$ cat src/rtl/amp_ctrl_pkg.sv
// Package: shared field positions, register selectors, mode encodings and the
// configuration and routing structures used by the amplifier control block.
// Assumes a 32-bit register word and trim codes of at most 5 bits.
package amp_ctrl_pkg;

    localparam int WORD_W   = 32;
    localparam int NTAPS    = 4;

    // control word bit positions
    localparam int B_EN     = 0;
    localparam int B_LP     = 1;
    localparam int B_MODE   = 2;
    localparam int B_GAIN   = 4;
    localparam int B_VP     = 6;
    localparam int B_VM     = 7;
    localparam int B_CALON  = 12;
    localparam int B_CALSEL = 13;
    localparam int B_USER   = 14;
    localparam int B_CALOUT = 15;
    localparam int B_RANGE  = 31;

    // trim word field positions
    localparam int B_TRIM_N = 0;
    localparam int B_TRIM_P = 8;

    // word selector inside a channel window (address bits 3:2)
    localparam logic [1:0] REG_CTRL  = 2'd0;
    localparam logic [1:0] REG_NTRIM = 2'd1;
    localparam logic [1:0] REG_LTRIM = 2'd2;

    typedef enum logic [1:0] {
        MD_PLAIN0 = 2'b00,
        MD_PLAIN1 = 2'b01,
        MD_GAIN   = 2'b10,
        MD_FOLLOW = 2'b11
    } amp_mode_e;

    typedef enum logic [1:0] {
        VM_GPIO  = 2'b00,
        VM_DEDIC = 2'b01,
        VM_OPEN0 = 2'b10,
        VM_OPEN1 = 2'b11
    } vm_src_e;

    typedef struct packed {
        logic       user_trim;
        logic       cal_sel;
        logic       cal_on;
        vm_src_e    vm_src;
        logic       vp_dac;
        logic [1:0] gain;
        amp_mode_e  mode;
        logic       lowpwr;
        logic       en;
    } chan_cfg_t;

    typedef struct packed {
        logic             pad;
        logic             vp_gpio;
        logic             vp_dac;
        logic             vm_gpio;
        logic             vm_dedic;
        logic             follow;
        logic [NTAPS-1:0] tap;
    } route_t;

    // extract the writable control fields from a bus word
    function automatic chan_cfg_t cfg_unpack(input logic [WORD_W-1:0] w);
        chan_cfg_t c;
        c.en        = w[B_EN];
        c.lowpwr    = w[B_LP];
        c.mode      = amp_mode_e'(w[B_MODE +: 2]);
        c.gain      = w[B_GAIN +: 2];
        c.vp_dac    = w[B_VP];
        c.vm_src    = vm_src_e'(w[B_VM +: 2]);
        c.cal_on    = w[B_CALON];
        c.cal_sel   = w[B_CALSEL];
        c.user_trim = w[B_USER];
        return c;
    endfunction

    // place the control fields back at their bus positions, reserved bits zero
    function automatic logic [WORD_W-1:0] cfg_pack(input chan_cfg_t c);
        logic [WORD_W-1:0] w;
        w                = '0;
        w[B_EN]          = c.en;
        w[B_LP]          = c.lowpwr;
        w[B_MODE +: 2]   = c.mode;
        w[B_GAIN +: 2]   = c.gain;
        w[B_VP]          = c.vp_dac;
        w[B_VM +: 2]     = c.vm_src;
        w[B_CALON]       = c.cal_on;
        w[B_CALSEL]      = c.cal_sel;
        w[B_USER]        = c.user_trim;
        return w;
    endfunction

endpackage

$ cat src/rtl/amp_chan_regs.sv
// Module: per-channel register set. Holds the control fields, the normal-mode
// and low-power trim pairs and the comparator synchroniser. The low-power bit
// is write-locked while the channel is enabled. Trim pairs load the factory
// codes on reset. Assumes SYNC_STAGES >= 2 and TRIM_W <= 5.
module amp_chan_regs
    import amp_ctrl_pkg::*;
#(
    parameter  int TRIM_W      = 5,
    parameter  int SYNC_STAGES = 2,
    localparam int PAIR_W      = 2 * TRIM_W
) (
    input  logic              clk,
    input  logic              rst_n,
    input  logic              wr_ctrl,
    input  logic              wr_ntrim,
    input  logic              wr_ltrim,
    input  logic [WORD_W-1:0] wdata,
    input  logic [PAIR_W-1:0] fac_norm,
    input  logic [PAIR_W-1:0] fac_lowp,
    input  logic              cal_cmp,
    output chan_cfg_t         cfg,
    output logic [PAIR_W-1:0] ntrim,
    output logic [PAIR_W-1:0] ltrim,
    output logic              cal_out
);

    chan_cfg_t              cfg_q;
    chan_cfg_t              cfg_wr;
    logic [PAIR_W-1:0]      ntrim_q;
    logic [PAIR_W-1:0]      ltrim_q;
    logic [PAIR_W-1:0]      trim_wr;
    logic [SYNC_STAGES-1:0] sync_q;

    // next control value of a write, keeping the power mode while enabled
    always_comb begin
        cfg_wr = cfg_unpack(wdata);
        if (cfg_q.en) begin
            cfg_wr.lowpwr = cfg_q.lowpwr;
        end
    end

    // trim pair as {P, N} taken from the bus word
    assign trim_wr = {wdata[B_TRIM_P +: TRIM_W], wdata[B_TRIM_N +: TRIM_W]};

    // control register update
    always_ff @(posedge clk) begin
        if (!rst_n) begin
            cfg_q <= '0;
        end else if (wr_ctrl) begin
            cfg_q <= cfg_wr;
        end
    end

    // trim registers, loaded with factory codes on reset
    always_ff @(posedge clk) begin
        if (!rst_n) begin
            ntrim_q <= fac_norm;
            ltrim_q <= fac_lowp;
        end else begin
            if (wr_ntrim) ntrim_q <= trim_wr;
            if (wr_ltrim) ltrim_q <= trim_wr;
        end
    end

    // comparator synchroniser chain
    always_ff @(posedge clk) begin
        if (!rst_n) begin
            sync_q <= '0;
        end else begin
            sync_q <= {sync_q[SYNC_STAGES-2:0], cal_cmp};
        end
    end

    assign cfg     = cfg_q;
    assign ntrim   = ntrim_q;
    assign ltrim   = ltrim_q;
    assign cal_out = cfg_q.cal_on & sync_q[SYNC_STAGES-1];

endmodule

$ cat src/rtl/amp_route_dec.sv
// Module: combinational switch decoder for one channel. It turns the enable,
// calibration, mode and source fields into switch and pad enables. Closing
// any switch requires enable on and calibration off.
module amp_route_dec
    import amp_ctrl_pkg::*;
(
    input  chan_cfg_t cfg,
    output route_t    rt
);

    logic             live;
    logic             gain_on;
    logic             ext_minus;
    logic [NTAPS-1:0] tap_v;

    assign live      = cfg.en & ~cfg.cal_on;
    assign gain_on   = live & (cfg.mode == MD_GAIN);
    assign ext_minus = live & (cfg.mode != MD_FOLLOW);

    // one tap per gain code
    for (genvar t = 0; t < NTAPS; t++) begin : g_tap
        assign tap_v[t] = gain_on & (cfg.gain == 2'(t));
    end

    // gather the switch enables
    always_comb begin
        rt.pad      = live;
        rt.vp_gpio  = live & ~cfg.vp_dac;
        rt.vp_dac   = live &  cfg.vp_dac;
        rt.vm_gpio  = ext_minus & (cfg.vm_src == VM_GPIO);
        rt.vm_dedic = ext_minus & (cfg.vm_src == VM_DEDIC);
        rt.follow   = live & (cfg.mode == MD_FOLLOW);
        rt.tap      = tap_v;
    end

endmodule

$ cat src/rtl/amp_trim_sel.sv
// Module: trim-code selector for one channel. User trim pairs are chosen by
// the power mode when user trim is on. Otherwise the factory pair for the
// power mode drives the bus.
module amp_trim_sel
    import amp_ctrl_pkg::*;
#(
    parameter  int TRIM_W = 5,
    localparam int PAIR_W = 2 * TRIM_W
) (
    input  chan_cfg_t         cfg,
    input  logic [PAIR_W-1:0] ntrim,
    input  logic [PAIR_W-1:0] ltrim,
    input  logic [PAIR_W-1:0] fac_norm,
    input  logic [PAIR_W-1:0] fac_lowp,
    output logic [TRIM_W-1:0] trim_p,
    output logic [TRIM_W-1:0] trim_n
);

    logic [PAIR_W-1:0] pick;

    // choose source pair from trim origin and power mode
    always_comb begin
        case ({cfg.user_trim, cfg.lowpwr})
            2'b11:   pick = ltrim;
            2'b10:   pick = ntrim;
            2'b01:   pick = fac_lowp;
            default: pick = fac_norm;
        endcase
    end

    assign trim_p = pick[TRIM_W +: TRIM_W];
    assign trim_n = pick[0 +: TRIM_W];

endmodule

$ cat src/rtl/amp_ctrl_regs.sv
// Module: top of the amplifier control block. Decodes the word-addressed bus,
// holds the shared supply-range bit, instantiates one register set, switch
// decoder and trim selector per channel, and returns registered read data.
// Assumes NCH >= 2 and a 16-byte window per channel.
module amp_ctrl_regs
    import amp_ctrl_pkg::*;
#(
    parameter  int NCH         = 2,
    parameter  int TRIM_W      = 5,
    parameter  int SYNC_STAGES = 2,
    localparam int CH_W        = $clog2(NCH),
    localparam int ADDR_W      = CH_W + 4,
    localparam int PAIR_W      = 2 * TRIM_W
) (
    input  logic                    clk,
    input  logic                    rst_n,
    input  logic                    bus_wr,
    input  logic                    bus_rd,
    input  logic [ADDR_W-1:0]       bus_addr,
    input  logic [WORD_W-1:0]       bus_wdata,
    output logic [WORD_W-1:0]       bus_rdata,
    output logic                    bus_rvalid,
    input  logic [NCH*2*PAIR_W-1:0] factory_trim,
    input  logic [NCH-1:0]          cal_cmp,
    output logic                    supply_hi,
    output logic [NCH-1:0]          pad_en,
    output logic [NCH-1:0]          vp_gpio,
    output logic [NCH-1:0]          vp_dac,
    output logic [NCH-1:0]          vm_gpio,
    output logic [NCH-1:0]          vm_dedic,
    output logic [NCH-1:0]          follow_en,
    output logic [NCH*NTAPS-1:0]    gain_tap,
    output logic [NCH-1:0]          lowpwr,
    output logic [NCH-1:0]          cal_mode,
    output logic [NCH-1:0]          cal_sel,
    output logic [NCH*TRIM_W-1:0]   trim_p,
    output logic [NCH*TRIM_W-1:0]   trim_n
);

    logic [CH_W-1:0]   addr_ch;
    logic [1:0]        addr_reg;
    logic              aligned;
    logic              range_q;
    logic              range_wr;
    logic [NCH-1:0]    ch_en;
    logic [NCH-1:0]    ch_cal;
    logic [NCH-1:0]    ch_lp;
    logic [WORD_W-1:0] ctrl_word  [NCH];
    logic [WORD_W-1:0] ntrim_word [NCH];
    logic [WORD_W-1:0] ltrim_word [NCH];
    logic [WORD_W-1:0] sel_word;

    assign addr_ch  = bus_addr[ADDR_W-1:4];
    assign addr_reg = bus_addr[3:2];
    assign aligned  = (bus_addr[1:0] == 2'b00);

    for (genvar i = 0; i < NCH; i++) begin : g_ch
        chan_cfg_t         cfg;
        route_t            rt;
        logic [PAIR_W-1:0] ntrim;
        logic [PAIR_W-1:0] ltrim;
        logic [PAIR_W-1:0] fac_norm;
        logic [PAIR_W-1:0] fac_lowp;
        logic              cal_out;
        logic              hit;

        assign hit      = aligned & (addr_ch == CH_W'(i));
        assign fac_norm = factory_trim[i*2*PAIR_W +: PAIR_W];
        assign fac_lowp = factory_trim[i*2*PAIR_W + PAIR_W +: PAIR_W];

        amp_chan_regs #(
            .TRIM_W      (TRIM_W),
            .SYNC_STAGES (SYNC_STAGES)
        ) u_regs (
            .clk      (clk),
            .rst_n    (rst_n),
            .wr_ctrl  (bus_wr & hit & (addr_reg == REG_CTRL)),
            .wr_ntrim (bus_wr & hit & (addr_reg == REG_NTRIM)),
            .wr_ltrim (bus_wr & hit & (addr_reg == REG_LTRIM)),
            .wdata    (bus_wdata),
            .fac_norm (fac_norm),
            .fac_lowp (fac_lowp),
            .cal_cmp  (cal_cmp[i]),
            .cfg      (cfg),
            .ntrim    (ntrim),
            .ltrim    (ltrim),
            .cal_out  (cal_out)
        );

        amp_route_dec u_dec (
            .cfg (cfg),
            .rt  (rt)
        );

        amp_trim_sel #(
            .TRIM_W (TRIM_W)
        ) u_trim (
            .cfg      (cfg),
            .ntrim    (ntrim),
            .ltrim    (ltrim),
            .fac_norm (fac_norm),
            .fac_lowp (fac_lowp),
            .trim_p   (trim_p[i*TRIM_W +: TRIM_W]),
            .trim_n   (trim_n[i*TRIM_W +: TRIM_W])
        );

        // readable words of this channel
        always_comb begin
            ctrl_word[i]                      = cfg_pack(cfg);
            ctrl_word[i][B_CALOUT]            = cal_out;
            ctrl_word[i][B_RANGE]             = (i == 0) ? range_q : 1'b0;
            ntrim_word[i]                     = '0;
            ntrim_word[i][B_TRIM_P +: TRIM_W] = ntrim[TRIM_W +: TRIM_W];
            ntrim_word[i][B_TRIM_N +: TRIM_W] = ntrim[0 +: TRIM_W];
            ltrim_word[i]                     = '0;
            ltrim_word[i][B_TRIM_P +: TRIM_W] = ltrim[TRIM_W +: TRIM_W];
            ltrim_word[i][B_TRIM_N +: TRIM_W] = ltrim[0 +: TRIM_W];
        end

        assign ch_en[i]                   = cfg.en;
        assign ch_cal[i]                  = cfg.cal_on;
        assign ch_lp[i]                   = cfg.lowpwr;
        assign pad_en[i]                  = rt.pad;
        assign vp_gpio[i]                 = rt.vp_gpio;
        assign vp_dac[i]                  = rt.vp_dac;
        assign vm_gpio[i]                 = rt.vm_gpio;
        assign vm_dedic[i]                = rt.vm_dedic;
        assign follow_en[i]               = rt.follow;
        assign gain_tap[i*NTAPS +: NTAPS] = rt.tap;
        assign lowpwr[i]                  = cfg.lowpwr;
        assign cal_mode[i]                = cfg.en & cfg.cal_on;
        assign cal_sel[i]                 = cfg.cal_sel;
    end

    // supply range accepts a write only while every channel is off
    assign range_wr = bus_wr & aligned & (addr_ch == '0) &
                      (addr_reg == REG_CTRL) & ~|ch_en;

    // shared supply-range bit
    always_ff @(posedge clk) begin
        if (!rst_n) begin
            range_q <= 1'b0;
        end else if (range_wr) begin
            range_q <= bus_wdata[B_RANGE];
        end
    end

    assign supply_hi = range_q;

    // read multiplexer over channels and word selectors
    always_comb begin
        sel_word = '0;
        for (int i = 0; i < NCH; i++) begin
            if (aligned && addr_ch == CH_W'(i)) begin
                case (addr_reg)
                    REG_CTRL:  sel_word = ctrl_word[i];
                    REG_NTRIM: sel_word = ntrim_word[i];
                    REG_LTRIM: sel_word = ltrim_word[i];
                    default:   sel_word = '0;
                endcase
            end
        end
    end

    // registered read return
    always_ff @(posedge clk) begin
        if (!rst_n) begin
            bus_rdata  <= '0;
            bus_rvalid <= 1'b0;
        end else begin
            bus_rvalid <= bus_rd;
            if (bus_rd) bus_rdata <= sel_word;
        end
    end

endmodule

$ cat config.mk
export PLATFORM = sky130hd
export DESIGN_NAME = amp_ctrl_regs
export DESIGN_NICKNAME = d
export VERILOG_FILES = /design/src/rtl/amp_ctrl_pkg.sv /design/src/rtl/amp_chan_regs.sv /design/src/rtl/amp_route_dec.sv /design/src/rtl/amp_trim_sel.sv /design/src/rtl/amp_ctrl_regs.sv
export SDC_FILE = /design/constraint.sdc
export NUM_CORES = 1
export LEC_CHECK = 0
export BUFFER_PORTS_ARGS = -buffer_cell sky130_fd_sc_hd__buf_4
export CORE_ASPECT_RATIO = 1.75
export CORE_MARGIN = 5
export CORE_UTILIZATION = 40
export CTS_CLUSTER_SIZE = 25
export DETAILED_ROUTE_END_ITERATION = 10
export PLACE_DENSITY = 0.76
export SYNTH_ARGS = -nofsm -noshare
export SYNTH_HDL_FRONTEND = slang
export SYNTH_SLANG_ARGS = --single-unit
$ cat constraint.sdc
create_clock -name clk -period 1.3 [get_ports clk]
set_input_delay 0 -clock clk [delete_from_list [all_inputs] [get_ports clk]]
set_output_delay 0 -clock clk [all_outputs]
set_load 0.005 [all_outputs]
==> impl_metrics.toml, run 1 <==
[status]
outcome = "complete, but fails checks"
violations = "negative setup slack"

[die]
die_y_um = 155
core_um2 = 11900
dieArea_um2 = 14500
rows = 53
num_io_pins = 163
start_util_pct = 40.5
die-width_um = 93.1

[clocking]
cts_tree = "yes"
clk_pin_slew_ns = 0.07
clock_sinks = 87
clock_latency_ns = 0.34
h-tree-depth = 3
cts_root_buf = "clkbuf_16"
cts_made_buffers = 9
cts_max_path_buffers = 2

[setup_path]
ff2ff_path_depth = 7
rr_startpoint = "g_ch[1].u_regs.cfg[11]$_SDFFE_PN0P_"
endpoint_kind = "output pin"
cp_max_fo = 5
worstPathRequired_ns = 1.30
crit_type = "reg2out"
critPathLaunch = "g_ch[0].u_regs.cfg[11]$_SDFFE_PN0P_"
worst_setup_path_start_kind = "flop"
cp_data_arrival_time_ns = 1.54

[global_route]
grt_max_degree = 31
antenna_found_initial = 0
grt_use_met2_pct = 39.2
grt_use_met1_pct = 23.2
busiest_layer = "met2"
grt_use_met3_pct = 3.34
grt_pass1_wl_um = 23900
grt_usage_pct = 21.7
grt_pass1_vias = 4602
overflow = 0

[final_layout]
antenna-diode-count = 0
fill_cells = 993
area_growth_pct = 44.1
layout-drive-gt1-share_pct = 42.3
layout_commonest_cell = "buf_4"
final_cell_mix = "buf_4, nand2_1, o21ai_0, inv_1, edfxtp_1"
fin_cells = 801
multi_input_area_um2 = 2390
seqCellArea_um2 = 2160
fin_nets = 742

[placed_design]
dp_hpwl_um = 12100
place.gp.congestion = 0.877
dp_cells = 758
pre_cts_slack_ns = 0.0150
io_buffer_count = 131

[synthesis]
async_reset_ff_share_pct = 0
synth_top_cell_by_area = "edfxtp_1"
avgSynthCellArea_um2 = 9.81
synth_edf_count = 40
yosysUniqueCellTypes = 43
yosys_warnings = 0
syn_area_um2 = 4830
ys_seq_area_share_pct = 44.3
synthFlopType = "dfxtp_1"
synthTopCellsByArea = "edfxtp_1, dfxtp_1, mux4_2"
syn_inst = 493
ys_ff_latch = 87
synth_top_area_share_pct = 24.8

[timing]
fmax_mhz = 651
min_period_ns = 1.54
period_share_pct = 118
rsz0062_at_grt = "yes"
hold_violations = 0
finalSetupViolCount = 32
slew_viol_final = 0
layout_setup_ws_ns = -0.236
finClkSkew_ns = 0.00440

[pwr]
p_int_w = 0.00540
p_sw_share_pct = 23.5
p_switching_w = 0.00166
power.leakage_nw = 2.88
ir_worst_vdd_mv = 0.743
power_density_nw_per_um2 = 1010
power_frac_clock_pct = 42.6
p_seq_share_pct = 44.4
p_comb_share_pct = 13.0

[run]
max_cap_viol_count = 0

[route]
drcViolationCount = 0
drtPass1Iterations = 5
drtAntennaViolNets = 0
wl_um = 15900
drt_iter0_markers = 208
via_per_inst = 5.51
num_vias = 4415
drt-wirelength-per-cell_um = 19.8

[min_path]
hold_depth = 3
hp-class = "in2reg"
hp-start = "factory_trim[16]"
==> cell usage after synthesis, drive strengths merged, types with 2 or more instances <==
master	n
and3	6
o21ai	54
clkbuf	16
mux4	20
a21boi	24
nand2b	3
nand2	73
a22o	6
nor3b	5
a22oi	3
o2bb2ai	3
o211ai	2
a41oi	7
nor2	20
edfxtp	40
o31ai	3
a2111oi	4
buf	38
nor2b	3
nand3	17
o22ai	5
a21oi	4
mux2i	19
dfxtp	47
and2	18
inv	49
==> path summary, 6_finish.rpt <==
kind / to / slack [ns]
hold reg to reg: g_ch[0].u_regs.sync_q[1]$_SDFF_PN0_ / 0.44
setup reg to reg: bus_rdata[14]$_SDFFE_PN0P_ / 0.03
setup / recovery: trim_p[2] / -0.24
hold / removal: g_ch[0].u_regs.ltrim[6]$_DFFE_PP_ / 0.004
==> metrics by stage <==
| stage | cell area [µm²] | TNS (ns) | total power [W] | utilization, % | hold slack [ns] |
|---|---|---|---|---|---|
| 5_1_grt | 6970 | -6.49 | 0.00727 | 58.4 | 0.0133 |
| 2_1_floorplan | 4900 | 0 | 0.00357 | - | 0.127 |
| 4_1_cts | 6810 | -4.84 | 0.00705 | 57.1 | 0.00200 |
| 6_report | 6970 | -4.89 | 0.00706 | 58.4 | 0.00421 |
| 3_3_place_gp | 6030 | -0.00383 | 0.00398 | 50.5 | 0.218 |
| 3_5_place_dp | 6030 | 0 | 0.00402 | 50.5 | 0.215 |
==> per-layer routing <==
layer / wire length (µm) / up-vias
li1: - / 2022
met1: 5520 / 2135
met2: 8440 / 206
met3: 974 / 52
met4: 957 / 0
met5: 0 / -
==> registers in the layout (all words and copies together), names as in the netlist <==
name and cells:
bus_rdata 17, bus_rvalid 1, g_ch.u_regs.cfg 24, g_ch.u_regs.ltrim 20
g_ch.u_regs.ntrim 20, g_ch.u_regs.sync_q 4, supply_hi 1
==> final cells by class <==
| class | instances | share of cell area [%] |
|---|---|---|
| clock buffer | 9 | 3.23 |
| clock inverter | 7 | 1.72 |
| inverter | 49 | 2.71 |
| multi-input combinational | 317 | 34.3 |
| sequential | 87 | 31.0 |
| tap | 137 | 2.46 |
| timing repair buffer | 195 | 24.5 |
==> power groups by stage <==
| stage | registers, W | clock network, W | logic [W] |
|---|---|---|---|
| 2_1_floorplan | 0.00315 | 0 | 0.000423 |
| 3_3_place_gp | 0.00318 | 0 | 0.000800 |
| 3_5_place_dp | 0.00320 | 0 | 0.000823 |
| 4_1_cts | 0.00314 | 0.00301 | 0.000899 |
| 5_1_grt | 0.00315 | 0.00313 | 0.000986 |
| 6_report | 0.00314 | 0.00301 | 0.000917 |
==> worst max-delay path: stages, from the launching register on <==
cell       delay [ns]
dfxtp_4          0.39
clkbuf_16        0.16
mux4_2           0.51
buf_6            0.13
==> timing repair <==
item / 4_1_cts / 5_1_grt
cloned: 0 / 1
hold endpoints to repair: 28 / 0
gates resized for setup: 59 / 25
hold buffers: 16 / 0
pin swaps: 6 / 7
endpoints found under the setup margin: 32 / 35
buffers inserted: 6 / 4
==> logic make-up (layout without fill, tap and decap cells) <==
| kind of cell | Yosys count | in the layout | synth area share [%] |
|---|---|---|---|
| buffers and inverters | 103 | 260 | 10.7 |
| muxes | 39 | 39 | 13.3 |
| other | 1 | 15 | 0.0776 |
| and+or+nand+nor | 147 | 147 | 15.1 |
| DFF | 87 | 87 | 44.3 |
| AOI/OAI and AO/OA | 116 | 116 | 16.5 |
(Power assumes the default switching activity.)
==> run 2, diff against run 1 <==
--- a/config.mk
+++ b/config.mk
@@ -12,6 +12,7 @@
 export CTS_CLUSTER_SIZE = 25
 export DETAILED_ROUTE_END_ITERATION = 10
 export PLACE_DENSITY = 0.76
+export REMOVE_ABC_BUFFERS = 1
 export SYNTH_ARGS = -nofsm -noshare
 export SYNTH_HDL_FRONTEND = slang
 export SYNTH_SLANG_ARGS = --single-unit
==> constraint.sdc (replaced) <==
create_clock -name clk -period 1.4 [get_ports clk]
set_input_delay 0.28 -clock clk [delete_from_list [all_inputs] [get_ports clk]]
set_output_delay 0.28 -clock clk [all_outputs]
set_load 0.005 [all_outputs]
==> impl_metrics.toml, run 2 (synthesized netlist as in run 1, its figures left out) <==
[timing]
period_share_pct = 131
rsz0062_at_grt = "yes"
min_period_ns = 1.84
slew_viol_final = 0
layout_setup_ws_ns = -0.437
finalSetupViolCount = 40
tns_ns = -12.75
fmax_mhz = 544
hold_violations = 0
finClkSkew_ns = 0.00538
hold_ws_ns = 0.158

[die]
core_um2 = 11900
die-width_um = 93.1
dieArea_um2 = 14500
rows = 53
start_util_pct = 40.5
num_io_pins = 163
die_y_um = 155

[clocking]
h-tree-depth = 3
cts_max_path_buffers = 2
clk_pin_slew_ns = 0.06
clock_latency_ns = 0.34
clock_sinks = 87
cts_root_buf = "clkbuf_16"
cts_tree = "yes"
cts_made_buffers = 9

[final_layout]
layout-drive-gt1-share_pct = 45.0
final_cell_mix = "buf_4, nand2_1, o21ai_0, inv_1"
fin_nets = 749
multi_input_area_um2 = 2400
largest_reg_flops = 24
area_growth_pct = 46.6
layout_commonest_cell = "buf_4"
fill_cells = 976
antenna-diode-count = 0
seqCellArea_um2 = 2170

[placed_design]
place.gp.congestion = 0.862
io_buffer_count = 131
dp_hpwl_um = 11500

[setup_path]
ff2ff_path_depth = 6
worstPathRequired_ns = 1.12
crit_type = "reg2out"
worst_setup_path_start_kind = "flop"
rr_startpoint = "g_ch[0].u_regs.cfg[11]$_SDFFE_PN0P_"
reg2reg_setup_slack_ns = 0.10
r2r-end = "bus_rdata[14]$_SDFFE_PN0P_"
endpoint_kind = "output pin"
cp_max_fo = 6
cp_data_arrival_time_ns = 1.56

[pwr]
p_sw_share_pct = 24.0
power_density_nw_per_um2 = 861
ir_worst_vdd_mv = 0.559
p_switching_w = 0.00146
p_comb_share_pct = 14.1
p_int_w = 0.00464
power_frac_clock_pct = 38.4
p_seq_share_pct = 47.6
power.leakage_nw = 2.97

[route]
drtAntennaViolNets = 0
drt-wirelength-per-cell_um = 19.4
num_vias = 4416
drt_iter0_markers = 268
drcViolationCount = 0
via_per_inst = 5.47
drtPass1Iterations = 4
wl_um = 15700

[min_path]
hp-start = "cal_cmp[1]"
hold_path_end = "g_ch[1].u_regs.sync_q[0]$_SDFF_PN0_"
hp-class = "in2reg"
hold_depth = 2

[status]
outcome = "complete, but fails checks"
violations = "negative setup slack"

[global_route]
overflow = 0
antenna_found_initial = 0
grt_usage_pct = 21.6
grt_pass1_vias = 4643
grt_max_degree = 31
grt_pass1_wl_um = 23900

[run]
max_cap_viol_count = 0
run 2: worst max-delay path by stage:
| stage | from | to | slack (ns) | cells after the start |
|---|---|---|---|---|
| after floorplan | bus_addr[1] | g_ch[1].u_regs.cfg[1]$_SDFFE_PN0P_ | -0.31 | 4 |
| after global placement | g_ch[0].u_regs.cfg[9]$_SDFFE_PN0P_ | gain_tap[0] | -0.27 | 5 |
| after detailed placement | g_ch[0].u_regs.cfg[9]$_SDFFE_PN0P_ | gain_tap[0] | -0.26 | 5 |
| after CTS | g_ch[0].u_regs.cfg[11]$_SDFFE_PN0P_ | trim_p[0] | -0.44 | 3 |
| after global routing | g_ch[0].u_regs.cfg[11]$_SDFFE_PN0P_ | trim_p[0] | -0.48 | 3 |
| final | g_ch[0].u_regs.cfg[11]$_SDFFE_PN0P_ | trim_p[1] | -0.44 | 3 |
run 2: worst max-delay path, stage by stage, from the launching register on:
cell,delay (ns)
dfxtp_4,0.39
buf_12,0.14
mux4_2,0.54
buf_6,0.14
run 2: routing by layer:
layer / GRT usage, % / vias to the layer above / share of wire, %
li1: - / 2041 / -
met1: 22.6 / 2134 / 34
met2: 40.2 / 189 / 56
met3: 3.73 / 52 / 5.7
met4: 11.7 / 0 / 4.6
met5: 0 / - / 0
run 2: through the flow:
| stage | power [W] | std cells | utilization, % | cell area [µm²] | worst slack [ns] |
|---|---|---|---|---|---|
| floorplan | 0.00321 | 453 | - | 4550 | -0.308 |
| global placement | 0.00374 | 780 | 52.8 | 6300 | -0.265 |
| detailed placement | 0.00377 | 780 | 52.8 | 6300 | -0.263 |
| CTS | 0.00613 | 804 | 58.3 | 6960 | -0.444 |
| global route | 0.00633 | 808 | 59.4 | 7090 | -0.479 |
| finish | 0.00610 | 808 | 59.4 | 7090 | -0.437 |
run 2: layout make-up:
| class | count | area share, % |
|---|---|---|
| multi-input combinational | 317 | 33.9 |
| sequential | 87 | 30.6 |
| timing repair buffer | 202 | 26.4 |
| clock buffer | 9 | 3.18 |
| inverter | 49 | 2.67 |
| tap | 137 | 2.42 |
| clock inverter | 7 | 0.900 |
run 2: power groups by stage:
stage | Combinational (W) | Clock [W] | Sequential (W)
final | 0.000859 | 0.00234 | 0.00290
after global routing | 0.000926 | 0.00249 | 0.00291
after CTS | 0.000855 | 0.00238 | 0.00290
after detailed placement | 0.000815 | 0 | 0.00296
after global placement | 0.000793 | 0 | 0.00295
after floorplan | 0.000283 | 0 | 0.00293
run 2: what timing repair did:
| action | CTS | global route |
|---|---|---|
| gates cloned | 2 | 0 |
| buffers inserted | 7 | 6 |
| hold buffers | 0 | 0 |
| setup endpoints to repair | 41 | 41 |
| resized for setup | 73 | 28 |
| pin swaps | 7 | 5 |
